$ cat src/rtl/dps_pkg.sv
package dps_pkg;

  typedef enum logic [1:0] {
    SEL_NONE = 2'd0,
    SEL_A    = 2'd1,
    SEL_B    = 2'd2
  } panel_sel_e;

  // Which panel owns a given line of the tall host frame.
  function automatic panel_sel_e line_to_panel(input int unsigned line,
                                               input int unsigned panel_lines);
    if (line < panel_lines)          return SEL_A;
    else if (line < 2 * panel_lines) return SEL_B;
    else                             return SEL_NONE;
  endfunction

  // Panel identity of generate index 0 / 1.
  function automatic panel_sel_e panel_of_index(input int unsigned idx);
    if (idx == 0) return SEL_A;
    else          return SEL_B;
  endfunction

endpackage

$ cat src/rtl/dps_rise_det.sv
module dps_rise_det (
  input  logic clk,
  input  logic rst,
  input  logic sig,
  output logic rise
);
  logic prev_q;

  always_ff @(posedge clk) begin
    if (rst) prev_q <= 1'b0;
    else     prev_q <= sig;
  end

  assign rise = sig & ~prev_q;

  // a detected edge is a single-cycle event
  a_r4_rise_single: assert property (@(posedge clk) disable iff (rst)
    rise |=> !rise);

endmodule

$ cat src/rtl/dps_line_ctr.sv
module dps_line_ctr #(
  parameter int unsigned MAX_LINES = 960,
  parameter int unsigned CNT_W     = $clog2(MAX_LINES + 1)
) (
  input  logic             clk,
  input  logic             rst,
  input  logic             clear,
  input  logic             step,
  output logic [CNT_W-1:0] count
);
  localparam logic [CNT_W-1:0] LIMIT = CNT_W'(MAX_LINES);

  logic at_limit;
  assign at_limit = (count == LIMIT);

  always_ff @(posedge clk) begin
    if (rst)                    count <= '0;
    else if (clear)             count <= '0;
    else if (step && !at_limit) count <= count + CNT_W'(1);
  end

  // vertical sync empties the counter
  a_r4_clear: assert property (@(posedge clk) disable iff (rst)
    clear |=> (count == '0));

  // one line start advances the index by exactly one
  a_r4_step: assert property (@(posedge clk) disable iff (rst)
    (!clear && step && !at_limit) |=> (count == $past(count) + CNT_W'(1)));

  // beyond the tall frame the index parks at the limit
  a_r7_saturate: assert property (@(posedge clk) disable iff (rst)
    (!clear && at_limit) |=> at_limit);

endmodule

$ cat src/rtl/dps_panel_gate.sv
module dps_panel_gate
  import dps_pkg::*;
#(
  parameter panel_sel_e MY_PANEL = SEL_A
) (
  input  logic       clk,
  input  logic       rst,
  input  logic       vsync,
  input  logic       line_start,
  input  panel_sel_e start_sel,
  input  logic       hsync,
  input  logic       de,
  output logic       hs_o,
  output logic       de_o
);
  logic mine_q;
  logic mine_now;

  // Ownership is decided at the line start and held until the next one.
  always_comb begin
    if (vsync)           mine_now = 1'b0;
    else if (line_start) mine_now = (start_sel == MY_PANEL);
    else                 mine_now = mine_q;
  end

  always_ff @(posedge clk) begin
    if (rst) begin
      mine_q <= 1'b0;
      hs_o   <= 1'b0;
      de_o   <= 1'b0;
    end else begin
      mine_q <= mine_now;
      hs_o   <= hsync & mine_now;
      de_o   <= de & mine_now;
    end
  end

  // a forwarded pulse may only begin at a host line start
  a_r5_pulse_origin: assert property (@(posedge clk) disable iff (rst)
    $rose(hs_o) |-> $past(line_start));

  // nothing reaches a panel while vertical sync is active
  a_r8_vsync_blank: assert property (@(posedge clk) disable iff (rst)
    $past(vsync) |-> (!hs_o && !de_o));

endmodule

$ cat src/rtl/dual_panel_splitter.sv
module dual_panel_splitter
  import dps_pkg::*;
#(
  parameter int unsigned DATA_W      = 24,
  parameter int unsigned PANEL_LINES = 480
) (
  input  logic              clk,
  input  logic              rst,
  input  logic              in_hsync,
  input  logic              in_vsync,
  input  logic              in_de,
  input  logic [DATA_W-1:0] in_data,
  output logic [DATA_W-1:0] pix_data,
  output logic              a_hsync,
  output logic              a_vsync,
  output logic              a_de,
  output logic              b_hsync,
  output logic              b_vsync,
  output logic              b_de
);
  localparam int unsigned FRAME_LINES = 2 * PANEL_LINES;
  localparam int unsigned CNT_W       = $clog2(FRAME_LINES + 1);
  localparam int unsigned N_PANELS    = 2;

  logic             hs_rise;
  logic [CNT_W-1:0] line_idx;
  panel_sel_e       start_sel;
  logic             hs_vec [N_PANELS];
  logic             de_vec [N_PANELS];
  logic             armed_q;

  dps_rise_det u_rise (
    .clk  (clk),
    .rst  (rst),
    .sig  (in_hsync),
    .rise (hs_rise)
  );

  dps_line_ctr #(
    .MAX_LINES (FRAME_LINES),
    .CNT_W     (CNT_W)
  ) u_ctr (
    .clk   (clk),
    .rst   (rst),
    .clear (in_vsync),
    .step  (hs_rise),
    .count (line_idx)
  );

  // Index before increment is the number of the line now starting.
  assign start_sel = line_to_panel(int'(line_idx), PANEL_LINES);

  for (genvar g = 0; g < N_PANELS; g++) begin : g_panel
    dps_panel_gate #(
      .MY_PANEL (panel_of_index(g))
    ) u_gate (
      .clk        (clk),
      .rst        (rst),
      .vsync      (in_vsync),
      .line_start (hs_rise),
      .start_sel  (start_sel),
      .hsync      (in_hsync),
      .de         (in_de),
      .hs_o       (hs_vec[g]),
      .de_o       (de_vec[g])
    );
  end

  always_ff @(posedge clk) begin
    if (rst) begin
      pix_data <= '0;
      a_vsync  <= 1'b0;
      b_vsync  <= 1'b0;
      armed_q  <= 1'b0;
    end else begin
      pix_data <= in_data;
      a_vsync  <= in_vsync;
      b_vsync  <= in_vsync;
      armed_q  <= 1'b1;
    end
  end

  assign a_hsync = hs_vec[0];
  assign b_hsync = hs_vec[1];
  assign a_de    = de_vec[0];
  assign b_de    = de_vec[1];

  // vertical sync reaches both panels one clock late
  a_r2_vsync_follow: assert property (@(posedge clk) disable iff (rst)
    armed_q |-> (a_vsync == $past(in_vsync) && b_vsync == $past(in_vsync)));

  // pixel data is never gated
  a_r3_data_follow: assert property (@(posedge clk) disable iff (rst)
    armed_q |-> (pix_data == $past(in_data)));

  // a line never reaches both panels
  a_r6_exclusive: assert property (@(posedge clk) disable iff (rst)
    !((a_hsync && b_hsync) || (a_de && b_de)));

endmodule

$ cat config.mk
export PLATFORM = sky130hd
export DESIGN_NAME = dual_panel_splitter
export DESIGN_NICKNAME = d
export VERILOG_FILES = /design/src/rtl/dps_pkg.sv /design/src/rtl/dps_rise_det.sv /design/src/rtl/dps_line_ctr.sv /design/src/rtl/dps_panel_gate.sv /design/src/rtl/dual_panel_splitter.sv
export SDC_FILE = /design/constraint.sdc
export NUM_CORES = 1
export LEC_CHECK = 0
export BUFFER_PORTS_ARGS = -buffer_cell sky130_fd_sc_hd__buf_2
export CAP_MARGIN = 20
export CORE_UTILIZATION = 26
export CTS_CLUSTER_SIZE = 8
export DETAILED_ROUTE_END_ITERATION = 8
export SYNTH_ARGS = -nofsm -noshare
export SYNTH_HDL_FRONTEND = slang
export SYNTH_SLANG_ARGS = --single-unit
$ cat constraint.sdc
create_clock -name clk -period 1.3 [get_ports clk]
set_input_delay 0.065 -clock clk [delete_from_list [all_inputs] [get_ports clk]]
set_output_delay 0.065 -clock clk [all_outputs]
set_load 0.02 [all_outputs]
==> out/results.ini <==
[outcome]
status=finished with violations
violations=negative setup slack

[detailed_routing]
drcViolationCount=0
detail_route.wl_per_cell_um=11.07
drtIter0Drc=57
routed-via-count=1321
firstDrtPassIters=7
drtAntennaViolNets=0
viasPerCell=4.289
wirelength_um=3409

[logic_synthesis]
syn_area_mm2=0.001431
synth_area_leaders=dfxtp_1 (59%), nor2b_1 (11%), or3_1 (2.6%)
synthSimpleGateAreaFrac_pct=25.26
synth_top_area_share_pct=58.74
synth_fa_ha_area_share_pct=0.8741
yosysWarnings=0
synth_top_family_by_area=simple AND/OR/NAND/NOR gates
synth.mux.area_fraction_pct=2.098
synth_seq_cells=42
synth-compound-area-share_pct=9.615
netlist_instances=139
synth.avg_cell_area_um2=10.30
yosys.area.top_type=dfxtp_1
synthXorXnorAreaFrac_pct=0
synthDistinctLibCells=31
mappedNetlistNets=169
ys_seq_area_share_pct=58.74

[sta]
skew_ps=7.953
rsz0062_at_grt=yes
period_minus_slack_ps=1312
max-slew-margin-rel_pct=74.01
fmax_ghz=0.7624
timing.final.crit_share_pct=100.9
finalSetupTns_ps=-18.25
drv_slew=0
setup_ws_ps=-11.60
worstMarginPinSlew_ps=389.5
hold_viol_final=0
fin_hold_ws_ps=19.82
finalSetupViolations=3

[power]
clockPowerShare_pct=34.1
switchingPower_mw=0.5917
power_per_cell_area_mw_per_mm2=1085
comb_power_share_pct=12.1
swShare_pct=23.65
p_int_mw=1.910
power_mw=2.502
power.leakage_nw=0.9895
pwr-share-seq_pct=53.8
vdd_ir_drop_max_mv=0.8918

[critical_path]
worstPathCellList=nand3_2, buf_4, or4_4, a21oi_2
crit_type=reg2reg
crit_path_top_delay_cell=or4_4
path_delay_family=simple AND/OR/NAND/NOR gates
cp_max_fo=5
path_buf_inv=1
critical_path_arrival_ps=1540
required_ps=1520
startpoint_type=flop
crit_path_end_kind=flop
critical_path.max_stage_delay_ps=500

[global_routing]
grt_max_degree=18
grt_pass1_vias=1315
use_met2_pct=21.45
grt_pass1_wl_um=5658
top_usage_layer=met2
use_met3_pct=6.108
track_usage_pct=12.46
antenna_found_initial=0
gr-total-overflow=0
grtUsageMet1_pct=13.39

[cells_and_area]
nNetsFinal=267
finish.utilization_pct=44.30
final_common_cell=buf_2
final_cell_count_no_fill=308
areaGrowthSynthToFinish_pct=61.10
final_cell_mix=buf_2 (58), dfxtp_1 (36), nor2b_1 (26), dlygate4sd3_1 (24), buf_4 (16)
diodes=0
drive_gt1_share_pct=42.02

[place]
post-dp-hpwl_um=2172
finalWeightedCongestion=0.7620
dp.cells=275
port_buffers=58

[floorplanning]
start_util_pct=27.50
die_h_um=76.20
die_area_mm2=0.005806
core-area_mm2=0.005205
rows=26
die_w_um=76.20
num_io_pins=59

[job]
max-cap-violations=0

[clock_tree]
worstSkewPairLatency_ps=290
clk_pin_slew_worst_paths_ps=80
clock-sinks=42
htreeDepth=2
clockRootBuffer=clkbuf_8
cts_tree=yes
clockBufferDepth=2
cts_made_buffers=5

[hold_path]
worst_hold_path_type=in2reg

## cells by family after synthesis
group	count (synthesis)
muxes	3
DFF	42
adders and majority gates	1
buffers and inverters	10
AOI/OAI and AO/OA	21
and+or+nand+nor	62
## Yosys cell counts
cell type and n:
nand2b_1 1, o21ai_0 4, buf_4 1, nand2_1 8, or2_2 1, clkbuf_1 5
mux2i_1 3, ha_1 1, nand4b_1 1, and4_1 1, buf_6 1, dfxtp_1 42
nor2b_1 26, inv_1 3, nand4_1 1, o41ai_1 2, o311ai_0 1, nor3_1 1
o31ai_1 3, and2b_1 1, nand3_1 6, nor2_1 4, or3_1 6, nor4_1 1
or4b_1 1, a21oi_1 6, o211ai_1 1, a211oi_1 3, a41oi_1 1, or4_1 2
nor2_2 1
## metal layers
layer | share of wire [%] | up-vias
met5 | 0 | -
met4 | 0.56 | 0
met3 | 7.8 | 2
met2 | 47 | 47
met1 | 44 | 599
li1 | - | 673
## layout make-up
| class | count | area, um2 |
|---|---|---|
| fillers | 495 | 2899 |
| clock buffers | 7 | 86.33 |
| clock inverters | 1 | 5.005 |
| well taps | 70 | 87.58 |
| multi-input cells | 87 | 609.3 |
| flip-flops and latches | 42 | 855.8 |
| repair buffers | 98 | 650.6 |
| inverters | 3 | 11.26 |
## worst paths after layout
kind,cells after the start,endpoint,slack [ps],from
min,3,g_panel[0].u_gate.de_o,20,in_de
min reg2reg,2,g_panel[0].u_gate.hs_o,460,g_panel[0].u_gate.mine_q
max reg2reg,4,u_ctr.count[8],-10,u_ctr.count[5]
max,4,u_ctr.count[8],-10,u_ctr.count[5]
## sequential cells by signal, summed over array words and instances (netlist names)
signal,flops
b_vsync,1
pix_data,24
u_ctr.count,10
g_panel.u_gate.hs_o,2
u_rise.prev_q,1
g_panel.u_gate.de_o,2
g_panel.u_gate.mine_q,2
## power groups by stage
| stage | sequential, mW | clock, mW | combinational (mW) |
|---|---|---|---|
| detailed placement | 1.38 | 0 | 0.240 |
| finish | 1.35 | 0.853 | 0.303 |
| floorplan | 1.44 | 0 | 0.0802 |
| CTS | 1.35 | 0.891 | 0.298 |
| global placement | 1.38 | 0 | 0.240 |
| global route | 1.35 | 0.932 | 0.328 |
## worst reg2reg max path, delay by kind of cell (launching register included)
| family | cells | cell delay [ps] |
|---|---|---|
| AO/OA/AOI/OAI | 1 | 130 |
| buffers and inverters | 1 | 150 |
| flip-flops | 1 | 370 |
| AND/OR/NAND/NOR | 2 | 600 |
## through the flow
step	setup slack, ps	instance area (um2)
2_1_floorplan	-17.84	1446
3_3_place_gp	-96.76	1899
3_5_place_dp	-128.6	1899
4_1_cts	-18.00	2257
5_1_grt	-79.43	2306
6_report	-11.60	2306
## repair_timing
item / 4_1_cts / 5_1_grt
setup endpoints to repair: 8 / 9
gates cloned: 0 / 0
hold buffers: 24 / 0
pin swaps: 5 / 1
resized for setup: 7 / 13
buffers inserted: 1 / 0
endpoints found under the hold margin: 24 / 0
Power figures use the tool's default switching activity.
